File: config.mk
export PLATFORM = sky130hd
export DESIGN_NAME = trr_sequencer
export DESIGN_NICKNAME = d
export VERILOG_FILES = /design/src/rtl/trr_pkg.sv /design/src/rtl/trr_sequencer.sv
export SDC_FILE = /design/constraint.sdc
export NUM_CORES = 1
export LEC_CHECK = 0
export BUFFER_PORTS_ARGS = -buffer_cell sky130_fd_sc_hd__buf_2
export CORE_AREA = 2 2 39 41
export DETAILED_ROUTE_END_ITERATION = 10
export DIE_AREA = 0 0 41 43
export SYNTH_ARGS = -nofsm -noshare
export SYNTH_HDL_FRONTEND = slang
export SYNTH_SLANG_ARGS = --single-unit
File: constraint.sdc
create_clock -name clk -period 1.1 [get_ports clk]
set_clock_uncertainty 0.1 [all_clocks]
set_input_delay 0 -clock clk [delete_from_list [all_inputs] [get_ports clk]]
set_output_delay 0 -clock clk [all_outputs]
set_load 0.01 [all_outputs]
File: src/rtl/trr_pkg.sv
package trr_pkg;

    localparam int DATA_W = 8;
    localparam int MODE_W = 3;
    localparam int SEL_W  = 4;
    localparam logic [DATA_W-1:0] ID_BYTE = 8'h75;

    typedef enum logic [MODE_W-1:0] {
        M_PAL_R  = 3'd0,
        M_PAL_G  = 3'd1,
        M_PAL_B  = 3'd2,
        M_ID     = 3'd3,
        M_ACC_R  = 3'd4,
        M_ACC_G  = 3'd5,
        M_ACC_B  = 3'd6,
        M_ANALOG = 3'd7
    } test_mode_e;

endpackage

File: src/rtl/trr_sequencer.sv
module trr_sequencer
    import trr_pkg::*;
(
    input  logic                 clk,
    input  logic                 rst_n,
    input  logic                 wr_en,
    input  logic                 rd_en,
    input  logic [MODE_W-1:0]    wr_mode,
    input  logic [SEL_W-1:0]     wr_sel,
    output test_mode_e           mode,
    output logic [SEL_W-1:0]     sel
);

    test_mode_e       mode_q, mode_d, succ;
    logic [SEL_W-1:0] sel_q, sel_d;

    // successor of a read: three separate loops
    always_comb begin
        unique case (mode_q)
            M_PAL_R:  succ = M_PAL_G;
            M_PAL_G:  succ = M_PAL_B;
            M_PAL_B:  succ = M_PAL_R;
            M_ID:     succ = M_PAL_R;
            M_ACC_R:  succ = M_ACC_G;
            M_ACC_G:  succ = M_ACC_B;
            M_ACC_B:  succ = M_ACC_R;
            M_ANALOG: succ = M_ANALOG;
            default:  succ = M_PAL_R;
        endcase
    end

    always_comb begin
        mode_d = mode_q;
        sel_d  = sel_q;
        if (wr_en) begin
            mode_d = test_mode_e'(wr_mode);
            sel_d  = wr_sel;
        end else if (rd_en) begin
            mode_d = succ;
        end
    end

    always_ff @(posedge clk or negedge rst_n) begin
        if (!rst_n) begin
            mode_q <= M_PAL_R;
            sel_q  <= '0;
        end else begin
            mode_q <= mode_d;
            sel_q  <= sel_d;
        end
    end

    assign mode = mode_q;
    assign sel  = sel_q;

    AST_PAL_LOOP: assert property (@(posedge clk) disable iff (!rst_n)
        (rd_en && !wr_en && mode_q == M_PAL_B) |=> mode_q == M_PAL_R);
    AST_ID_RETURN: assert property (@(posedge clk) disable iff (!rst_n)
        (rd_en && !wr_en && mode_q == M_ID) |=> mode_q == M_PAL_R);
    AST_ACC_LOOP: assert property (@(posedge clk) disable iff (!rst_n)
        (rd_en && !wr_en && mode_q == M_ACC_B) |=> mode_q == M_ACC_R);
    AST_ANALOG_HOLD: assert property (@(posedge clk) disable iff (!rst_n)
        (rd_en && !wr_en && mode_q == M_ANALOG) |=> mode_q == M_ANALOG);
    AST_WRITE_LOAD: assert property (@(posedge clk) disable iff (!rst_n)
        wr_en |=> (mode_q == $past(wr_mode) && sel_q == $past(wr_sel)));
    AST_IDLE_HOLD: assert property (@(posedge clk) disable iff (!rst_n)
        (!wr_en && !rd_en) |=> ($stable(mode_q) && $stable(sel_q)));

endmodule

* Word-level counts from Yosys, hierarchy flattened
Memory sizes are Yosys's and may differ from the RTL's.
Cells that the tools add are included.
** Word-level totals
- Memories :: 1
- ROM bits :: 24
- Bits in registers :: 7
** Cells by class
- Reduce and logical (&&, ||, !) cells :: 1
- Multiplexer cells :: 2
** Memories
- (name not given) :: words 8, width 3, read ports 1, clocked after memory_dff 0, wr ports 0, line trr_sequencer.sv:19 : unique case (mode_q)
** Operators by type and width (number)
- two-way mux 3 bit :: 2
- nonzero test 2 bit :: 1

* Depth between registers and ports, before layout
Gate-level depths: netlist of the first run.
An unclocked memory read counts as a cell.
- Word-level depth :: 3
- Gate-level depth with buffers :: 3
- Gate-level depth less buffers :: 3

* Least setup slack after synthesis of the first run
OpenSTA, ideal clock, no wires.
- Kind :: flip-flop to flip-flop
- Start point :: register mode_q[2], in the netlist mode[2]
- End point :: register mode_q[0], in the netlist mode[0]
- Clock period less this slack :: 1148 ps
- Data arrival time :: 918 ps
- Path buffers :: 0
- Data required time :: 870 ps
- Path slack :: -48 ps
- Stages on the path, launching flop included :: 4
- Cell sequence :: dfrtp_1 > a21bo_1 > a221oi_1 > a21oi_1
** On the way
- Word-level cells in the longest chain between the ends :: 3
** RTL lines
- from (decl) :: line trr_sequencer.sv:14 : test_mode_e mode_q, mode_d, succ;
- from (signal assigned) :: line trr_sequencer.sv:48 : mode_q <= mode_d;
- memory read (8 x 3 bit)
- two-way mux 3 bit :: line trr_sequencer.sv:38 : end else if (rd_en) begin
- two-way mux 3 bit :: line trr_sequencer.sv:35 : if (wr_en) begin
No other way between the ends. The select of a mux whose other input is x is not followed.
A chain may end at the register's enable or synchronous reset.

* Worst setup path in the final report of the first run
- Start point :: register mode_q[1], in the netlist mode[1]
- End point :: register mode_q[0], in the netlist mode[0]
Same word-level chain as after synthesis.

==> results of run 1 <==
-- area by class of cell --
class | count | area, um^2 | share of cell area [%]
Multi-Input combinational cell | 14 | 120 | 22.9
Timing Repair Buffer | 27 | 180 | 34.3
Tap cell | 16 | 20.0 | 3.81
Inverter | 1 | 3.75 | 0.714
Clock buffer | 4 | 26.3 | 5.00
Sequential cell | 7 | 175 | 33.3
-- logic make-up (layout without fill, tap and decap cells) --
logic type | after synthesis | count (layout) | share of synthesized area, %
flops | 7 | 7 | 58.8
mux | 5 | 5 | 18.9
compound gates | 5 | 5 | 11.8
simple gates | 4 | 4 | 7.56
buf+inv | 2 | 32 | 2.94
-- flip-flops by register name, indices dropped and copies added (netlist names) --
signal,flops
sel,4
mode,3
-- worst max-delay path: stages, from the launching register on --
cell,delay (ps)
dfrtp_1,390
a21bo_1,200
a221oi_2,240
a21oi_1,60
-- worst paths after layout --
| check | from | end | slack [ps] | depth (start not counted) |
|---|---|---|---|---|
| worst max-delay path | mode[1]$_DFFE_PN0P_ | mode[0]$_DFFE_PN0P_ | -30 | 3 |
| worst min-delay path | rd_en | mode[0]$_DFFE_PN0P_ | -10 | 3 |
| worst max register to register | mode[1]$_DFFE_PN0P_ | mode[0]$_DFFE_PN0P_ | -30 | 3 |
| worst min register to register | sel[2]$_DFFE_PN0P_ | sel[2]$_DFFE_PN0P_ | 400 | 1 |
| max in group asynchronous | rst_n | sel[2]$_DFFE_PN0P_ | 730 | 2 |
| min in group asynchronous | rst_n | mode[0]$_DFFE_PN0P_ | 10 | 2 |
-- through the flow --
stage               utilization (%)  hold slack (ps)  std cells  area, um^2
finish                         38.0            -14.7         69         526
global placement               30.3             -258         57         419
global route                   38.0            -21.1         69         526
floorplan                         -             -396         23         304
detailed placement             30.3             -257         57         419
CTS                            38.0            -17.0         69         526
-- synthesized netlist by cell type --
master / count / area (um^2)
a21bo_1: 1 / 10.0
a21oi_1: 1 / 5.00
a221oi_1: 1 / 8.76
a31oi_1: 1 / 6.26
and2b_2: 1 / 8.76
buf_2: 1 / 5.00
dfrtp_1: 7 / 175
inv_1: 1 / 3.75
mux2_2: 5 / 56.3
nand2_1: 1 / 3.75
nand2b_1: 1 / 6.26
nor2_1: 1 / 3.75
o21ai_0: 1 / 5.00
-- layout by cell type (no fill, tap or decap) --
cell type      synthesis  layout
buf_2                  1      17
dfrtp_1                7       7
buf_4                  0       2
nor2_1                 1       1
a21bo_1                1       1
dlygate4sd3_1          0       8
clkbuf_4               0       3
clkbuf_1               0       1
o21ai_0                1       1
nand2b_1               1       1
a221oi_2               0       1
a21oi_1                1       1
nand2_1                1       1
and2b_2                1       1
mux2_2                 5       5
inv_1                  1       1
a31oi_1                1       1
-- layer usage --
layer | vias up | part of all wire [%] | GRT usage (%) | routed length (um)
li1 | 143 | - | - | -
met1 | 111 | 46 | 10.9 | 339
met2 | 17 | 45 | 15.6 | 336
met3 | 0 | 9.1 | 6.28 | 68
met4 | 0 | 0 | 0 | 0
met5 | - | 0 | 0 | 0
-- repair_timing --
action | in CTS | in global routing
endpoints found under the hold margin | 14 | 1
cloned | 0 | 0
endpoints found under the setup margin | 1 | 2
-- power by group --
group / switching, W / internal, W
Sequential: 0.0000173 / 0.000284
Combinational: 0.0000596 / 0.0000886
Clock: 0.0000890 / 0.000138
Total: 0.000166 / 0.000511
==> reports/metrics.yaml, run 1 <==
outcome: "finished, violations left"
numCtsBuffers: 3
post-place-ws_ps: -0.141
grt_pass1_wl_um: 1120
slew_headroom_pct: 86.9
final_hold_viol_count: 1
synth_seq_cells: 7
maxSlewViolCount: 0
fp.dieH_um: 43
fmax_ghz: 0.888
fin_ws_ps: -25.9
die_w_um: 41
hold_path_class: "input port to flop"
cts_setup_buffers: 0
htree_levels: 1
finalPower_w: 0.000677
drc: 0
finalCriticalPeriod_ps: 1130
ys_types: 13
crit_fanout: 4
yosysSeqAreaShare_pct: 58.8
gp_congestion: 0.612
cts.repair.resized: 0
tightest_slew_ps: 196
numPortBuffers: 17
syn_nets: 34
power.density_nw_per_um2: 1290
wl_per_cell_um: 10.8
leakage_nw: 0.259
syn_inst: 23
syn_area_per_cell_um2: 12.9
crit_required_ps: 1120
synth_area_um2: 298
clock-sinks: 7
crit_type: "flop to flop"
finalNetCount: 65
grt_antenna_before_repair: 0
clockBufferDepth: 2
synthToLayoutAreaGrowth_pct: 76.5
peakVddDrop_uv: 739
cp-start-kind: "flop"
ys.warnings.count: 0
finalWirelength_um: 744
drtAntennaViolNets: 0
worst_ep_arrival_time_ps: 1150
insertion_delay_ps: 240
violations: "negative hold slack, negative setup slack"
io_pins: 18
die-area_um2: 1760
via_per_inst: 3.93
rows: 14
drive_gt1_share_pct: 54.7
cts_tree: "built"
ctsHoldBuffers: 8
initial_core_util_pct: 21.5
max_cap_viol_count: 0
root_buffer: "clkbuf_4"
grt_max_degree: 10
drtPass1Iterations: 2
clkTransAtPathRegs_ps: 50
holdWs_ps: -14.7
num-fill-cells: 140
rsz0062_at_grt: "yes"
drtIter0Drc: 1
antennaDiodeCount: 0
track_usage_pct: 9.63
end_kind: "flop"
core-area_um2: 1380
finalCritPeriodShare_pct: 102
grt_pass1_vias: 293
tns_ps: -25.9
setup_viol: 1
vias: 271
overflow: 0
Note: power is estimated with default switching activity, not from simulation.
==> run 2: changes to the inputs <==
--- a/config.mk
+++ b/config.mk
@@ -9,6 +9,7 @@
 export CORE_AREA = 2 2 39 41
 export DETAILED_ROUTE_END_ITERATION = 10
 export DIE_AREA = 0 0 41 43
+export SETUP_SLACK_MARGIN = 0.15
 export SYNTH_ARGS = -nofsm -noshare
 export SYNTH_HDL_FRONTEND = slang
 export SYNTH_SLANG_ARGS = --single-unit
==> constraint.sdc (replaced) <==
create_clock -name clk -period 1.4 [get_ports clk]
set_clock_uncertainty 0.1 [all_clocks]
set_input_delay 0 -clock clk [delete_from_list [all_inputs] [get_ports clk]]
set_output_delay 0 -clock clk [all_outputs]
set_load 0.01 [all_outputs]
==> run 2 against run 1 <==
  * The flow now finishes without violations
  * Combinational power decreased by 27%
  * Routed wire length rose by 2.0%
  * Sequential share of layout area grew 0.080 points
  * Non-clock buffer count did not move
  * Via count up 4.4%
  * Sequential power decreased by 21%
  * Clock-buffer cell count unchanged
  * Final area is 0.24% lower
  * Largest cell class unchanged
==> reports/metrics.yaml, run 2 (synthesis gave the netlist of run 1 again) <==
outcome: "finished clean"
drive_gt1_share_pct: 49.1  # -5.7 points
fp.dieH_um: 43  # unchanged
leakage_nw: 0.256  # -1.2%
hold_path_class: "input port to async pin"
track_usage_pct: 9.83  # +0.20 points
final_common_cell: "buf_2"
drtPass1Iterations: 4  # +2
drtIter0Drc: 2  # +1
rsz0062_at_grt: "no"
tns_ps: 0  # +25.9 ps
drtAntennaViolNets: 0  # unchanged
finalCriticalPeriod_ps: 1160
max_cap_viol_count: 0  # unchanged
setup_viol: 0  # -1
numCtsBuffers: 3  # unchanged
via_per_inst: 4.10  # +4.4%
finalWirelength_um: 759  # +2.0%
crit_required_ps: 1420  # +300 ps
crit_fanout: 4  # unchanged
maxSlewViolCount: 0  # unchanged
core-area_um2: 1380  # unchanged
clock-sinks: 7  # unchanged
cts_setup_buffers: 0  # unchanged
crit_type: "input port to flop"
initial_core_util_pct: 21.5  # unchanged
finalCritPeriodShare_pct: 83.0
die-area_um2: 1760  # unchanged
grt_max_degree: 10  # unchanged
end_kind: "flop"
vias: 283  # +4.4%
io_pins: 18  # unchanged
cp-start-kind: "input port"
grt_pass1_wl_um: 1120  # -0.62%
slew_headroom_pct: 85.3  # -1.6 points
clkTransAtPathRegs_ps: 50  # about the same
tightest_slew_ps: 221  # +24.5 ps
r2r_setup_slack_ps: 250  # +280 ps
die_w_um: 41  # unchanged
grt_pass1_vias: 265  # -9.6%
worst_ep_arrival_time_ps: 1190  # +40 ps
finalNetCount: 65  # unchanged
holdWs_ps: 14.0  # +28.7 ps
numPortBuffers: 17  # unchanged
insertion_delay_ps: 250  # about the same
antennaDiodeCount: 0  # unchanged
wl_per_cell_um: 11.0  # +2.0%
rows: 14  # unchanged
cts_tree: "built"
fmax_ghz: 0.861
grt_antenna_before_repair: 0  # unchanged
synthToLayoutAreaGrowth_pct: 76.1
drc: 0  # unchanged
finalPower_w: 0.000527  # -22%
overflow: 0  # unchanged
htree_levels: 1  # unchanged
largest_register_ffs: 4  # unchanged
root_buffer: "clkbuf_4"
layout_common_cells: "17 x buf_2, 10 x dlygate4sd3_1, 7 x dfrtp_1, 5 x mux2_2, 3 x clkbuf_4"
power.density_nw_per_um2: 1000  # -22%
gp_congestion: 0.679  # +11%
clockBufferDepth: 2  # unchanged
final_hold_viol_count: 0  # -1
cts.repair.resized: 0  # unchanged
peakVddDrop_uv: 420  # -43%
==> run 2: changes by cell type in the layout (fill, tap and decap cells not counted) <==
| cell | delta |
|---|---|
| buf_4 | -2 |
| dlygate4sd3_1 | +2 |
| a221oi_1 | +1 |
| a221oi_2 | -1 |
==> run 2: where the power goes <==
group	leakage (nW)	switching (W)	internal, W
logic	0.159	0.0000428	0.0000649
registers	0.0822	0.0000155	0.000223
clock network	0.0150	0.0000716	0.000109
==> run 2: path summary, 6_finish.rpt <==
path	startpoint	to	cells after the start
worst max register to register	mode[2]$_DFFE_PN0P_	mode[0]$_DFFE_PN0P_	3
min in group clk	sel[0]$_DFFE_PN0P_	sel[0]$_DFFE_PN0P_	1
max in group asynchronous	rst_n	sel[2]$_DFFE_PN0P_	2
worst max-delay path	rd_en	mode[0]$_DFFE_PN0P_	5
worst min-delay path	rst_n	mode[1]$_DFFE_PN0P_	2
worst min register to register	sel[0]$_DFFE_PN0P_	sel[0]$_DFFE_PN0P_	1
==> run 2: worst max-delay path, cell delays in order <==
cell           delay [ps]
dlygate4sd3_1         530
buf_2                 130
a21bo_1               200
a221oi_1              270
a21oi_1                70
==> run 2: area by class of cell <==
class / count / area [um^2]
Sequential cell: 7 / 175
Tap cell: 16 / 20.0
Clock buffer: 4 / 26.3
Multi-Input combinational cell: 14 / 114
Timing Repair Buffer: 27 / 185
Inverter: 1 / 3.75
Fill cell: 135 / 860
==> run 2: metal layers <==
metal / track usage, % / part of all wire [%] / vias to the layer above
met5: 0 / 0 / -
met4: 4.00 / 0 / 0
met3: 3.14 / 8.2 / 0
met2: 14.7 / 47 / 17
met1: 12.6 / 45 / 125
li1: - / - / 141
==> run 2: timing repair <==
action / in CTS / in global routing
hold buffers: 10 / 0
endpoints found under the setup margin: 0 / 0
hold endpoints to repair: 14 / 0
==> run 2: through the flow <==
stage	cells	setup WS [ps]	cell area, um^2	util [%]
detailed placement	55	233	398	28.8
finish	69	238	524	37.9
global route	69	171	524	37.9
global placement	55	264	398	28.8
floorplan	23	252	298	-
CTS	69	224	524	37.9
==> run 3: changes to the inputs <==
==> constraint.sdc (replaced) <==
create_clock -name clk -period 1.1 [get_ports clk]
set_clock_uncertainty 0.1 [all_clocks]
set_input_delay 0 -clock clk [delete_from_list [all_inputs] [get_ports clk]]
set_output_delay 0 -clock clk [all_outputs]
set_load 0.01 [all_outputs]
==> run 3 against run 2 <==
  * The flow now finishes with violations (negative hold slack, negative setup slack)
  * Clock-buffer cell count unchanged
  * Clock power increased by 27%
  * Sequential share of layout area decreased by 1.3 points
  * Final area increased by 4.1%
  * Routed wire length decreased by 0.79%
  * Critical path type is now flop to flop
  * Critical endpoint unchanged
  * Largest cell class unchanged
==> reports/metrics.yaml, run 3 (synthesis gave the netlist of run 1 again) <==
drc: 0  # unchanged
insertion_delay_ps: 250  # about the same
drtIter0Drc: 0  # -2
fp.dieH_um: 43  # unchanged
tightest_slew_ps: 191  # -29.7 ps
via_per_inst: 4.11  # +0.31%
dp.cells: 57  # +3.6%
cts_tree: "built"
multi_input_area_um2: 120  # +5.5%
track_usage_pct: 9.94  # +0.11 points
clockBufferDepth: 2  # unchanged
cts_setup_buffers: 0  # unchanged
antennaDiodeCount: 0  # unchanged
end_kind: "flop"
crit_type: "flop to flop"
worst_ep_arrival_time_ps: 1140  # -50 ps
path_depth: 3  # -2
reg2reg_from: "mode[1]$_DFFE_PN0P_"
grt_max_degree: 10  # unchanged
wl_per_cell_um: 10.8  # -2.2%
crit_fanout: 4  # unchanged
initial_core_util_pct: 21.5  # unchanged
final_common_cell: "buf_2"
cp-start-kind: "flop"
vias: 288  # +1.8%
die-area_um2: 1760  # unchanged
slowest_delay_ps: 400  # -130 ps
layout_common_cells: "16 x buf_2, 9 x dlygate4sd3_1, 7 x dfrtp_1, 5 x mux2_2, 3 x clkbuf_4"
grt_antenna_before_repair: 0  # unchanged
synthToLayoutAreaGrowth_pct: 83.2
final_util_pct: 39.4  # +1.5 points
gp_congestion: 0.617  # -9.1%
clkTransAtPathRegs_ps: 50  # about the same
dp_hpwl_um: 493
grt_pass1_vias: 301  # +14%
max_cap_viol_count: 0  # unchanged
largest_register_ffs: 4  # unchanged
root_buffer: "clkbuf_4"
finalNetCount: 66  # +1.5%
fmax_ghz: 0.902
hold_path_end: "mode[0]$_DFFE_PN0P_"
crit_chain: "a21bo_1 > a221oi_2 > a21oi_1"
drtAntennaViolNets: 0  # unchanged
rows: 14  # unchanged
clock-sinks: 7  # unchanged
drive_gt1_share_pct: 53.7  # +4.6 points
finalCritPeriodShare_pct: 101
r2r_setup_slack_ps: -8  # -260 ps
io_pins: 18  # unchanged
finalWirelength_um: 753  # -0.79%
rsz0062_at_grt: "yes"
core-area_um2: 1380  # unchanged
numPortBuffers: 17  # unchanged
setup_viol: 1  # +1
outcome: "finished, violations left"
slew_headroom_pct: 87.1  # +1.8 points
post-place-ws_ps: -18.1  # -251 ps
violations: "negative hold slack, negative setup slack"
min-delay-start: "rd_en"
regArea_um2: 175  # unchanged
min_path_cells: 3
leakage_nw: 0.267  # +4.2%
holdWs_ps: -19.9  # -34.0 ps
path_buf_inv: 0  # -2
r2r-end: "mode[0]$_DFFE_PN0P_"
fin_ws_ps: -8.23  # -246 ps
cp_slowest_cell: "dfrtp_1"
critPathTopFamily: "compound AO/OA/AOI/OAI gates"
power.density_nw_per_um2: 1270  # +26%
numCtsBuffers: 3  # unchanged
final_hold_viol_count: 1  # +1
grt_pass1_wl_um: 1160  # +3.8%
instances_no_fill: 70  # +1.4%
finalCriticalPeriod_ps: 1110
crit_required_ps: 1130  # -290 ps
die_w_um: 41  # unchanged
drtPass1Iterations: 1  # -3
overflow: 0  # unchanged
hold_path_class: "input port to flop"
reg2regPathDepth: 3  # unchanged
htree_levels: 1  # unchanged
maxSlewViolCount: 0  # unchanged
num-fill-cells: 134  # -0.74%
peakVddDrop_uv: 706  # +68%
==> run 3: worst max-delay path by stage <==
stage                              from  slack [ps]                  end
floorplan           mode[1]$_DFFE_PN0P_         -20  mode[0]$_DFFE_PN0P_
global placement    mode[1]$_DFFE_PN0P_          10  mode[0]$_DFFE_PN0P_
detailed placement  mode[1]$_DFFE_PN0P_         -20  mode[0]$_DFFE_PN0P_
CTS                 mode[1]$_DFFE_PN0P_         -30  mode[0]$_DFFE_PN0P_
global route        mode[1]$_DFFE_PN0P_         -50  mode[0]$_DFFE_PN0P_
finish              mode[1]$_DFFE_PN0P_          -8  mode[0]$_DFFE_PN0P_
==> run 3: stage by stage <==
step / cell area, um^2 / hold WS [ps] / setup TNS (ps) / power [W]
6_report: 546 / -19.9 / -8.23 / 0.000691
5_1_grt: 546 / 2.14 / -51.2 / 0.000737
4_1_cts: 536 / -20.0 / -25.0 / 0.000699
3_5_place_dp: 419 / -258 / -18.1 / 0.000434
3_3_place_gp: 419 / -258 / 0 / 0.000432
2_1_floorplan: 304 / -396 / -23.3 / 0.000367
==> run 3: worst register-to-register path, stage by stage (launching register included) <==
cell and delay [ps]:
dfrtp_1 400, a21bo_1 200, a221oi_2 230, a21oi_1 60
==> run 3: cell type report <==
type                    count  share of cell area [%]
repair buffers             28                    36.7
inverters                   1                   0.688
flip-flops and latches      7                    32.1
multi-input cells          14                    22.0
clock buffers               4                    4.82
well taps                  16                    3.67
==> run 3: power breakdown <==
part | switching, W | leakage [nW] | internal (W) | total (W)
Combinational | 0.0000607 | 0.169 | 0.0000973 | 0.000158
Sequential | 0.0000188 | 0.0822 | 0.000284 | 0.000303
Clock | 0.0000911 | 0.0150 | 0.000138 | 0.000229
==> run 3: routing by layer <==
metal | share of wire [%] | GRT usage (%) | vias to the layer above
met1 | 44 | 11.6 | 127
met2 | 46 | 15.0 | 19
met5 | 0 | 0 | -
met3 | 10 | 6.28 | 0
li1 | - | - | 142
met4 | 0 | 2.00 | 0
==> run 3: timing repair <==
item	CTS	global route
hold buffers	8	1
setup endpoints to repair	5	6
resized for setup	2	0
hold endpoints to repair	14	1
